[config.mk]
export PLATFORM = sky130hd
export DESIGN_NAME = ni_packetizer
export DESIGN_NICKNAME = d
export VERILOG_FILES = /design/src/rtl/ni_pkg.sv /design/src/rtl/ni_fifo.sv /design/src/rtl/ni_tx_packer.sv /design/src/rtl/ni_rx_unpacker.sv /design/src/rtl/ni_packetizer.sv
export SDC_FILE = /design/constraint.sdc
export NUM_CORES = 1
export LEC_CHECK = 0
export ABC_AREA = 1
export BUFFER_PORTS_ARGS = -buffer_cell sky130_fd_sc_hd__buf_2
export CORE_UTILIZATION = 54
export CTS_BUF_LIST = sky130_fd_sc_hd__clkbuf_4 sky130_fd_sc_hd__clkbuf_8 sky130_fd_sc_hd__clkbuf_16
export DETAILED_ROUTE_END_ITERATION = 7
export PLACE_DENSITY_LB_ADDON = 0.12
export RECOVER_POWER = 50
export SYNTH_ARGS = -nofsm -noshare
export SYNTH_HDL_FRONTEND = slang
export SYNTH_SLANG_ARGS = --single-unit
[constraint.sdc]
create_clock -name clk -period 4.02 [get_ports clk]
set_clock_uncertainty 0.05 [all_clocks]
set_input_delay 0.201 -clock clk [delete_from_list [all_inputs] [get_ports clk]]
set_output_delay 0.201 -clock clk [all_outputs]
set_load 0.005 [all_outputs]
[src/rtl/ni_pkg.sv]
package ni_pkg;

  typedef enum logic [1:0] {
    FK_MID   = 2'b00,
    FK_HEAD  = 2'b01,
    FK_TAIL  = 2'b10,
    FK_SOLO  = 2'b11
  } flit_kind_e;

  typedef enum logic [1:0] {
    RS_TXQ  = 2'd0,
    RS_RXQ  = 2'd1,
    RS_STAT = 2'd2,
    RS_CONF = 2'd3
  } reg_sel_e;

  // Meaning of the first payload byte, seen by the IP only.
  typedef enum logic [7:0] {
    PT_RD_REQ  = 8'd1,
    PT_RD_RSP  = 8'd2,
    PT_WR_REQ  = 8'd3,
    PT_WR_RSP  = 8'd4,
    PT_SYNC    = 8'd5
  } pkt_type_e;

endpackage

[src/rtl/ni_fifo.sv]
module ni_fifo #(
  parameter int W     = 32,
  parameter int DEPTH = 8,
  localparam int AW   = $clog2(DEPTH),
  localparam int CW   = AW + 1
) (
  input  logic          clk,
  input  logic          rst_n,
  input  logic          push,
  input  logic [W-1:0]  din,
  input  logic          pop,
  output logic [W-1:0]  dout,
  output logic [CW-1:0] count,
  output logic          full,
  output logic          empty
);

  logic [W-1:0]  mem [DEPTH];
  logic [AW-1:0] wr_ptr, rd_ptr;
  logic [CW-1:0] cnt_q;
  logic          do_push, do_pop;

  assign full    = (cnt_q == CW'(DEPTH));
  assign empty   = (cnt_q == '0);
  assign do_push = push && !full;
  assign do_pop  = pop && !empty;
  assign dout    = mem[rd_ptr];
  assign count   = cnt_q;

  always_ff @(posedge clk) begin
    if (do_push) mem[wr_ptr] <= din;
  end

  always_ff @(posedge clk) begin
    if (!rst_n) begin
      wr_ptr <= '0;
      rd_ptr <= '0;
      cnt_q  <= '0;
    end else begin
      if (do_push) wr_ptr <= wr_ptr + 1'b1;
      if (do_pop)  rd_ptr <= rd_ptr + 1'b1;
      cnt_q <= cnt_q + CW'(do_push) - CW'(do_pop);
    end
  end

endmodule

[src/rtl/ni_tx_packer.sv]
module ni_tx_packer
  import ni_pkg::*;
#(
  parameter int DATA_W  = 32,
  parameter int COORD_W = 3,
  parameter int PRIO_W  = 2,
  parameter int SIZE_W  = 8,
  parameter int VC_W    = 2,
  localparam int HDR_W  = 4*COORD_W + PRIO_W + SIZE_W,
  localparam int FLIT_W = 2 + VC_W + HDR_W + DATA_W
) (
  input  logic              clk,
  input  logic              rst_n,
  input  logic [COORD_W-1:0] src_x,
  input  logic [COORD_W-1:0] src_y,
  input  logic [DATA_W-1:0] word,
  input  logic              word_avail,
  output logic              word_pop,
  output logic              tx_valid,
  input  logic              tx_ready,
  output logic [FLIT_W-1:0] tx_flit
);

  localparam int BYTES = DATA_W / 8;
  localparam int BL    = $clog2(BYTES);
  localparam int O_DST = SIZE_W;
  localparam int O_PRI = O_DST + 2*COORD_W;
  localparam int O_VC  = O_PRI + PRIO_W;

  logic                 busy_q, first_q;
  logic [SIZE_W:0]      words_left_q;
  logic [2*COORD_W-1:0] dst_q;
  logic [PRIO_W-1:0]    prio_q;
  logic [SIZE_W-1:0]    size_q;
  logic [VC_W-1:0]      vc_q;

  logic              need_word, last, fire;
  logic [BL-1:0]     rem;
  logic [DATA_W-1:0] data_out;
  logic [HDR_W-1:0]  hdr;
  flit_kind_e        kind;

  assign need_word = (words_left_q != '0);
  assign last      = (words_left_q <= (SIZE_W+1)'(1));
  assign tx_valid  = busy_q && (!need_word || word_avail);
  assign fire      = tx_valid && tx_ready;
  assign word_pop  = (!busy_q && word_avail) || (fire && need_word);
  assign rem       = size_q[BL-1:0];

  always_comb begin
    data_out = '0;
    for (int b = 0; b < BYTES; b++) begin
      if (need_word && (!last || rem == '0 || BL'(b) < rem))
        data_out[8*b +: 8] = word[8*b +: 8];
    end
  end

  always_comb begin
    unique case ({first_q, last})
      2'b11:   kind = FK_SOLO;
      2'b10:   kind = FK_HEAD;
      2'b01:   kind = FK_TAIL;
      default: kind = FK_MID;
    endcase
  end

  assign hdr     = first_q ? {src_x, src_y, dst_q, prio_q, size_q} : '0;
  assign tx_flit = {kind, vc_q, hdr, data_out};

  always_ff @(posedge clk) begin
    if (!rst_n) begin
      busy_q       <= 1'b0;
      first_q      <= 1'b0;
      words_left_q <= '0;
      dst_q        <= '0;
      prio_q       <= '0;
      size_q       <= '0;
      vc_q         <= '0;
    end else if (!busy_q && word_avail) begin
      busy_q       <= 1'b1;
      first_q      <= 1'b1;
      size_q       <= word[SIZE_W-1:0];
      dst_q        <= word[O_DST +: 2*COORD_W];
      prio_q       <= word[O_PRI +: PRIO_W];
      vc_q         <= word[O_VC +: VC_W];
      words_left_q <= ({1'b0, word[SIZE_W-1:0]} + (SIZE_W+1)'(BYTES-1)) >> BL;
    end else if (fire) begin
      first_q <= 1'b0;
      if (need_word) words_left_q <= words_left_q - 1'b1;
      if (last)      busy_q <= 1'b0;
    end
  end

endmodule

[src/rtl/ni_rx_unpacker.sv]
module ni_rx_unpacker
  import ni_pkg::*;
#(
  parameter int DATA_W  = 32,
  parameter int COORD_W = 3,
  parameter int PRIO_W  = 2,
  parameter int SIZE_W  = 8,
  parameter int VC_W    = 2,
  localparam int HDR_W  = 4*COORD_W + PRIO_W + SIZE_W,
  localparam int FLIT_W = 2 + VC_W + HDR_W + DATA_W,
  localparam int DESC_W = 4*COORD_W + PRIO_W + SIZE_W + VC_W
) (
  input  logic              clk,
  input  logic              rst_n,
  input  logic              rx_valid,
  input  logic [FLIT_W-1:0] rx_flit,
  output logic              rx_ready,
  input  logic              out_full,
  output logic              push,
  output logic [DATA_W-1:0] push_word,
  output logic              hdr_seen,
  output logic [7:0]        type_byte
);

  logic [DATA_W-1:0]    f_data;
  logic [SIZE_W-1:0]    f_size;
  logic [PRIO_W-1:0]    f_prio;
  logic [2*COORD_W-1:0] f_dst, f_src;
  logic [VC_W-1:0]      f_vc;
  flit_kind_e           f_kind;
  logic [DESC_W-1:0]    desc;

  logic              hold_q;
  logic [DATA_W-1:0] held_q;
  logic [7:0]        type_q;
  logic              fire, is_hdr;

  assign f_data = rx_flit[DATA_W-1:0];
  assign f_size = rx_flit[DATA_W +: SIZE_W];
  assign f_prio = rx_flit[DATA_W+SIZE_W +: PRIO_W];
  assign f_dst  = rx_flit[DATA_W+SIZE_W+PRIO_W +: 2*COORD_W];
  assign f_src  = rx_flit[DATA_W+SIZE_W+PRIO_W+2*COORD_W +: 2*COORD_W];
  assign f_vc   = rx_flit[DATA_W+HDR_W +: VC_W];
  assign f_kind = flit_kind_e'(rx_flit[FLIT_W-1 -: 2]);
  assign desc   = {f_dst, f_vc, f_prio, f_src, f_size};

  assign is_hdr   = (f_kind == FK_HEAD) || (f_kind == FK_SOLO);
  assign rx_ready = !hold_q && !out_full;
  assign fire     = rx_valid && rx_ready;
  assign hdr_seen = fire && is_hdr;
  assign type_byte = type_q;

  always_comb begin
    push      = 1'b0;
    push_word = '0;
    if (hold_q && !out_full) begin
      push      = 1'b1;
      push_word = held_q;
    end else if (fire) begin
      push      = 1'b1;
      push_word = is_hdr ? DATA_W'(desc) : f_data;
    end
  end

  always_ff @(posedge clk) begin
    if (!rst_n) begin
      hold_q <= 1'b0;
      held_q <= '0;
      type_q <= '0;
    end else begin
      if (hold_q && !out_full) hold_q <= 1'b0;
      if (hdr_seen) begin
        hold_q <= 1'b1;
        held_q <= f_data;
        type_q <= f_data[7:0];
      end
    end
  end

endmodule

[src/rtl/ni_packetizer.sv]
module ni_packetizer
  import ni_pkg::*;
#(
  parameter int DATA_W     = 32,
  parameter int FIFO_DEPTH = 8,
  parameter int COORD_W    = 3,
  parameter int PRIO_W     = 2,
  parameter int SIZE_W     = 8,
  parameter int VC_W       = 2,
  parameter int ADDR_W     = 4,
  localparam int HDR_W     = 4*COORD_W + PRIO_W + SIZE_W,
  localparam int FLIT_W    = 2 + VC_W + HDR_W + DATA_W,
  localparam int CNT_W     = $clog2(FIFO_DEPTH) + 1
) (
  input  logic               clk,
  input  logic               rst_n,
  input  logic [COORD_W-1:0] node_x,
  input  logic [COORD_W-1:0] node_y,
  input  logic [ADDR_W-1:0]  reg_addr,
  input  logic               reg_wr,
  input  logic               reg_rd,
  input  logic [DATA_W-1:0]  reg_wdata,
  output logic [DATA_W-1:0]  reg_rdata,
  output logic               irq,
  output logic               suspend,
  output logic               tx_valid,
  input  logic               tx_ready,
  output logic [FLIT_W-1:0]  tx_flit,
  input  logic               rx_valid,
  output logic               rx_ready,
  input  logic [FLIT_W-1:0]  rx_flit
);

  logic       hit;
  reg_sel_e   sel;
  logic [1:0] cfg_q;
  logic       pending_q;

  logic [DATA_W-1:0] in_head, out_head, rx_word;
  logic [CNT_W-1:0]  in_cnt, out_cnt;
  logic in_full, in_empty, in_pop;
  logic out_full, out_empty, out_push;
  logic hdr_seen;
  logic [7:0] type_byte;
  logic [15:0] status;

  assign hit = (reg_addr[1:0] == 2'b00);
  assign sel = reg_sel_e'(reg_addr[3:2]);

  ni_fifo #(.W(DATA_W), .DEPTH(FIFO_DEPTH)) u_in_q (
    .clk(clk), .rst_n(rst_n),
    .push(reg_wr && hit && sel == RS_TXQ), .din(reg_wdata),
    .pop(in_pop), .dout(in_head),
    .count(in_cnt), .full(in_full), .empty(in_empty)
  );

  ni_tx_packer #(
    .DATA_W(DATA_W), .COORD_W(COORD_W), .PRIO_W(PRIO_W),
    .SIZE_W(SIZE_W), .VC_W(VC_W)
  ) u_pack (
    .clk(clk), .rst_n(rst_n), .src_x(node_x), .src_y(node_y),
    .word(in_head), .word_avail(!in_empty), .word_pop(in_pop),
    .tx_valid(tx_valid), .tx_ready(tx_ready), .tx_flit(tx_flit)
  );

  ni_rx_unpacker #(
    .DATA_W(DATA_W), .COORD_W(COORD_W), .PRIO_W(PRIO_W),
    .SIZE_W(SIZE_W), .VC_W(VC_W)
  ) u_unpack (
    .clk(clk), .rst_n(rst_n), .rx_valid(rx_valid), .rx_flit(rx_flit),
    .rx_ready(rx_ready), .out_full(out_full), .push(out_push),
    .push_word(rx_word), .hdr_seen(hdr_seen), .type_byte(type_byte)
  );

  ni_fifo #(.W(DATA_W), .DEPTH(FIFO_DEPTH)) u_out_q (
    .clk(clk), .rst_n(rst_n),
    .push(out_push), .din(rx_word),
    .pop(reg_rd && hit && sel == RS_RXQ), .dout(out_head),
    .count(out_cnt), .full(out_full), .empty(out_empty)
  );

  assign status = {type_byte, 3'b000, pending_q, out_empty, out_full, in_empty, in_full};

  always_comb begin
    reg_rdata = '0;
    if (hit) begin
      unique case (sel)
        RS_RXQ:  reg_rdata = out_empty ? '0 : out_head;
        RS_STAT: reg_rdata = DATA_W'(status);
        RS_CONF: reg_rdata = DATA_W'(cfg_q);
        default: reg_rdata = '0;
      endcase
    end
  end

  always_ff @(posedge clk) begin
    if (!rst_n) begin
      cfg_q     <= '0;
      pending_q <= 1'b0;
    end else begin
      if (reg_wr && hit && sel == RS_CONF) cfg_q <= reg_wdata[1:0];
      if (hdr_seen)                             pending_q <= 1'b1;
      else if (reg_wr && hit && sel == RS_STAT) pending_q <= 1'b0;
    end
  end

  assign irq     = cfg_q[0] && pending_q;
  assign suspend = cfg_q[1] && in_full;

endmodule

==> impl_summary.md <==
Logic synthesis
After synthesis the netlist holds a flip-flop and latch count of 603. Counting instances in the post-synthesis netlist gives the leading cell types as edfxtp_1, nor2_1, o21ai_0. The async set-or-reset flop fraction in the synthesized netlist is 0%.

The total standard cell area after synthesis is approximately 25,000 um2. Each instance of the synthesized netlist takes up on average 11.5 um2. Sorting the synthesized cells by area gives the leading types as edfxtp_1, dfxtp_1, o21ai_0. Among all flip-flop cells after synthesis, the most frequent one is edfxtp_1. The most instantiated library cell after synthesis is edfxtp_1. During synthesis, Yosys emitted a total of 0 warnings. Sequential cells were found to cover between 60% and 70% of the synthesized design area. The number of standard cells after synthesis is approximately 2.2k. The share of the synthesized area in the top cell type is between 60% and 70%. Of all cell types, the one taking the most synthesized area is edfxtp_1. The count of different cell masters after synthesis is 49. When the netlist entered floorplanning its net count stood at about 2.3k. The synthesized design contains between 500 and 600 enable-type register cells.

STA
The shortest period the worst path allows is between 3 and 4 ns. Setup repair after global routing left no endpoint under its margin. The relative slew slack is -16.1%. The final-report hold violation count is 0. Setup violations remaining at the end of the flow were counted as 0. Derived from the worst setup path, the maximum achievable clock frequency is about 280 MHz.

The max-slew violation count is 33. The final critical-path share of the clock period is 88.2%. For the pin with the worst max-slew slack, the measured transition is 1.74 ns. For the final routed database, the setup TNS stands at 0 ns.

Setup path
The beginning of the worst register-to-register path is u_in_q.count[2]. The slack of the worst reg-to-reg path is 0.48 ns. The worst reg-to-reg path cell count is 14. The worst path buffer plus inverter count is 5.

The endpoint of the most critical register-to-register path is u_in_q.count[2]. The type of origin of the critical path is a register. The type of the worst setup path is reg -> reg.

The type of destination of the critical path is a register. The gate family responsible for the most delay along the worst path is adder cells. For the worst setup path, the data arrival time is 3.99 ns. The slowest stage of the critical path is the inv_1 cell. Of all nets on the critical path, the largest fanout is 23. Counting stages on the worst path, the most repeated cell is inv_1. The critical path goes through inv_1, ha_1, nor3b_2, nor2_1, buf_4, inv_1, nand2_2, ha_1, inv_1, ha_1, inv_1, fa_1, xor2_1, nor2_1. The largest stage delay on the critical path is between 0.6 and 0.7 ns. The required time reported for the critical path endpoint is around 4.5 ns.

GRT
The overall routing resource usage is a little over a quarter. Global routing finished with a remaining overflow of 0. After global routing, the most crowded layer is met2. For met2 alone, demand over resource in global routing was around 45%. The first global-routing pass estimated 95.4 mm of wire.

The via count of the first global-routing pass was between 15k and 20k. The global routing met3 resource utilization is under 10%. Entering global routing, the biggest net connects between 80 and 90 pins. The initial antenna violation count is 4. The met1 layer usage reported by global route is a little over a third.

Drt
The detailed-route vias per instance is between 5 and 6. The overall routed net length is approximately 62 mm. The wire length per cell is a little over 20 um. The detailed router finished its first iteration with about 1.3k violations. The count of nets left with antenna violations once routing finished came out at 0. The remaining design rule violation count is 0. The number of search-and-repair iterations in the first detailed-routing pass is 6. Detailed routing inserted a total of around 17k vias.

Clock network
The source-to-sink clock delay at the later pin of the worst-skew pair is about 0.64 ns. The cell sitting at the root of the clock tree is a clkbuf_16. The post-cts resize count is 0. The TritonCTS sink count is 603. The clock-pin transition on the worst setup and hold timing paths is about 0.060 ns. TritonCTS built the clock tree.

No sink is reached through more buffers than the 3 on the longest clock path. The H-tree depth reported by CTS is 2. Counting the buffers created by CTS gives 59.

Cells and area
Summing all multi-input logic gate instances after layout gives 6530 um2. At the end of the flow, the number of nets in the layout was around 2.5k. The area added between synthesis and finish is 17.4%. In the final layout, flip-flops and latches occupy 17,200 um2. The filler cells instantiated in the layout total between 3k and 4k.

In the final layout, the share of cells above drive strength 1 is 13.6%.

Hold path
In this run the most critical hold path is launched from rst_n. The hold-critical path endpoint is u_out_q.rd_ptr[0]. The cell depth of the worst min-delay path is 3. The worst hold path belongs to the class in -> reg.

Power
The leakage dissipation is ~11 nW. The total power density per cell area is just over 600 nW/um2. After layout, the design draws a total of 17.8 mW. The maximum vdd drop is approximately 460 uV.

Floorplan
The starting density of the core is roughly 55%. The count of pins on the block boundary is 200. The die covers roughly 47,000 um2. After floorplanning, the core was sized to cover 45,500 um2. The floorplan has between 70 and 80 rows. Measured along the x axis, the die boundary spans approximately 220 um. The vertical die dimension is roughly 220 um.

Status
The checks that failed: max-capacitance violations, max-slew violations. The flow ran to the end, but the final reports show violations.

Run
Across the run, the number of max-cap violations was 1.

Placement
The number of port buffers is between 150 and 200. The routability congestion estimate from global placement is about 0.79. The post-DP HPWL is ~36 mm.
==> metrics by stage <==
step,std cells,cell area (um2),util (%),worst slack (ns),hold WS (ns)
global placement,2880,26600,58.5,0.877,0.378
CTS,3063,29400,64.7,0.494,0.00404
floorplan,2170,25000,-,0.252,0.250
global route,3066,29300,64.4,0.179,0.0727
finish,3066,29300,64.4,0.476,0.0155
detailed placement,2880,26600,58.5,0.847,0.393
==> timing repair <==
item,CTS,global route
hold buffers,72,0
hold endpoints to repair,295,0
setup buffers,0,0
==> where the power goes <==
| group | internal [mW] | total, mW | leakage (nW) | switching [mW] |
|---|---|---|---|---|
| clock | 3.57 | 5.94 | 1.05 | 2.36 |
| sequential | 7.37 | 7.66 | 5.43 | 0.298 |
| combinational | 1.38 | 4.19 | 4.42 | 2.81 |
| total | 12.3 | 17.8 | 10.9 | 5.47 |
==> worst max path at each step <==
stage | from | end | slack, ns | depth (start not counted)
3_5_place_dp | u_in_q.count[2] | u_in_q.count[2] | 0.85 | 14
6_report | u_in_q.count[2] | u_in_q.count[2] | 0.48 | 14
2_1_floorplan | u_in_q.count[2] | u_in_q.mem[2][0] | 0.25 | 7
4_1_cts | register | tx_flit[7] | 0.49 | 7
5_1_grt | u_in_q.count[2] | u_in_q.count[2] | 0.18 | 14
3_3_place_gp | u_in_q.count[2] | u_in_q.count[2] | 0.88 | 14
==> flip-flops by register name, indices dropped and copies added (netlist names), named ones only <==
| register | count |
|---|---|
| u_out_q.mem | 256 |
| u_unpack.type_byte | 7 |
| cfg_q | 2 |
| u_pack.size_q | 8 |
| u_in_q.count | 4 |
| u_in_q.mem | 256 |
| pending_q | 1 |
| u_pack.words_left_q | 9 |
| u_pack.vc_q | 2 |
| u_in_q.rd_ptr | 3 |
| u_out_q.rd_ptr | 3 |
| u_unpack.hold_q | 1 |
| u_pack.prio_q | 2 |
| u_unpack.held_q | 25 |
| u_pack.busy_q | 1 |
| u_pack.first_q | 1 |
| u_out_q.wr_ptr | 3 |
| u_in_q.wr_ptr | 3 |
| u_out_q.count | 4 |
| u_pack.dst_q | 6 |
==> per-layer routing <==
layer	up-vias	routed length (um)
li1	8213	-
met2	591	30700
met3	103	3920
met1	8471	26300
met5	-	8
met4	2	1460
==> worst min-delay path: cells and delay by family <==
family	cells	cell delay, ns
buf+inv	2	0.30
simple gates	1	0.15
==> layout make-up <==
| type | instances | share of cell area, % |
|---|---|---|
| clock buffers | 72 | 5.39 |
| inverters | 170 | 2.18 |
| flip-flops and latches | 603 | 58.7 |
| well taps | 600 | 2.56 |
| multi-input cells | 1261 | 22.3 |
| diodes | 3 | 0.0256 |
| clock inverters | 39 | 1.79 |
| repair buffers | 318 | 7.01 |
==> kinds of logic (layout without fill, tap and decap cells) <==
logic type                 after synthesis  count (layout)  share of synthesized area (%)
DFF                                    603             603                           68.9
other                                    0               3                              0
AOI/OAI and AO/OA                      571             571                           13.3
buffers and inverters                  306             599                           5.14
and+or+nand+nor                        637             637                           10.3
adders and majority gates               21              21                           1.11
xor gates and xnor gates                 8               8                          0.281
muxes                                   24              24                          0.963
==> placed cells by master (no fill, tap or decap), types with 13 or more instances in the layout <==
cell type	count
a22oi_1	13
ha_1	19
o21ai_1	19
buf_4	33
edfxtp_1	512
dlygate4sd3_1	72
o221ai_1	30
o22ai_1	64
nor2_1	294
nand3_1	65
clkinv_2	15
buf_2	149
nand2_1	241
inv_1	165
mux2i_1	24
clkbuf_16	59
clkbuf_1	56
dfxtp_1	86
o21ai_0	269
a31oi_1	20
a21oi_1	109
No activity file was read; power rests on OpenSTA's default activity.
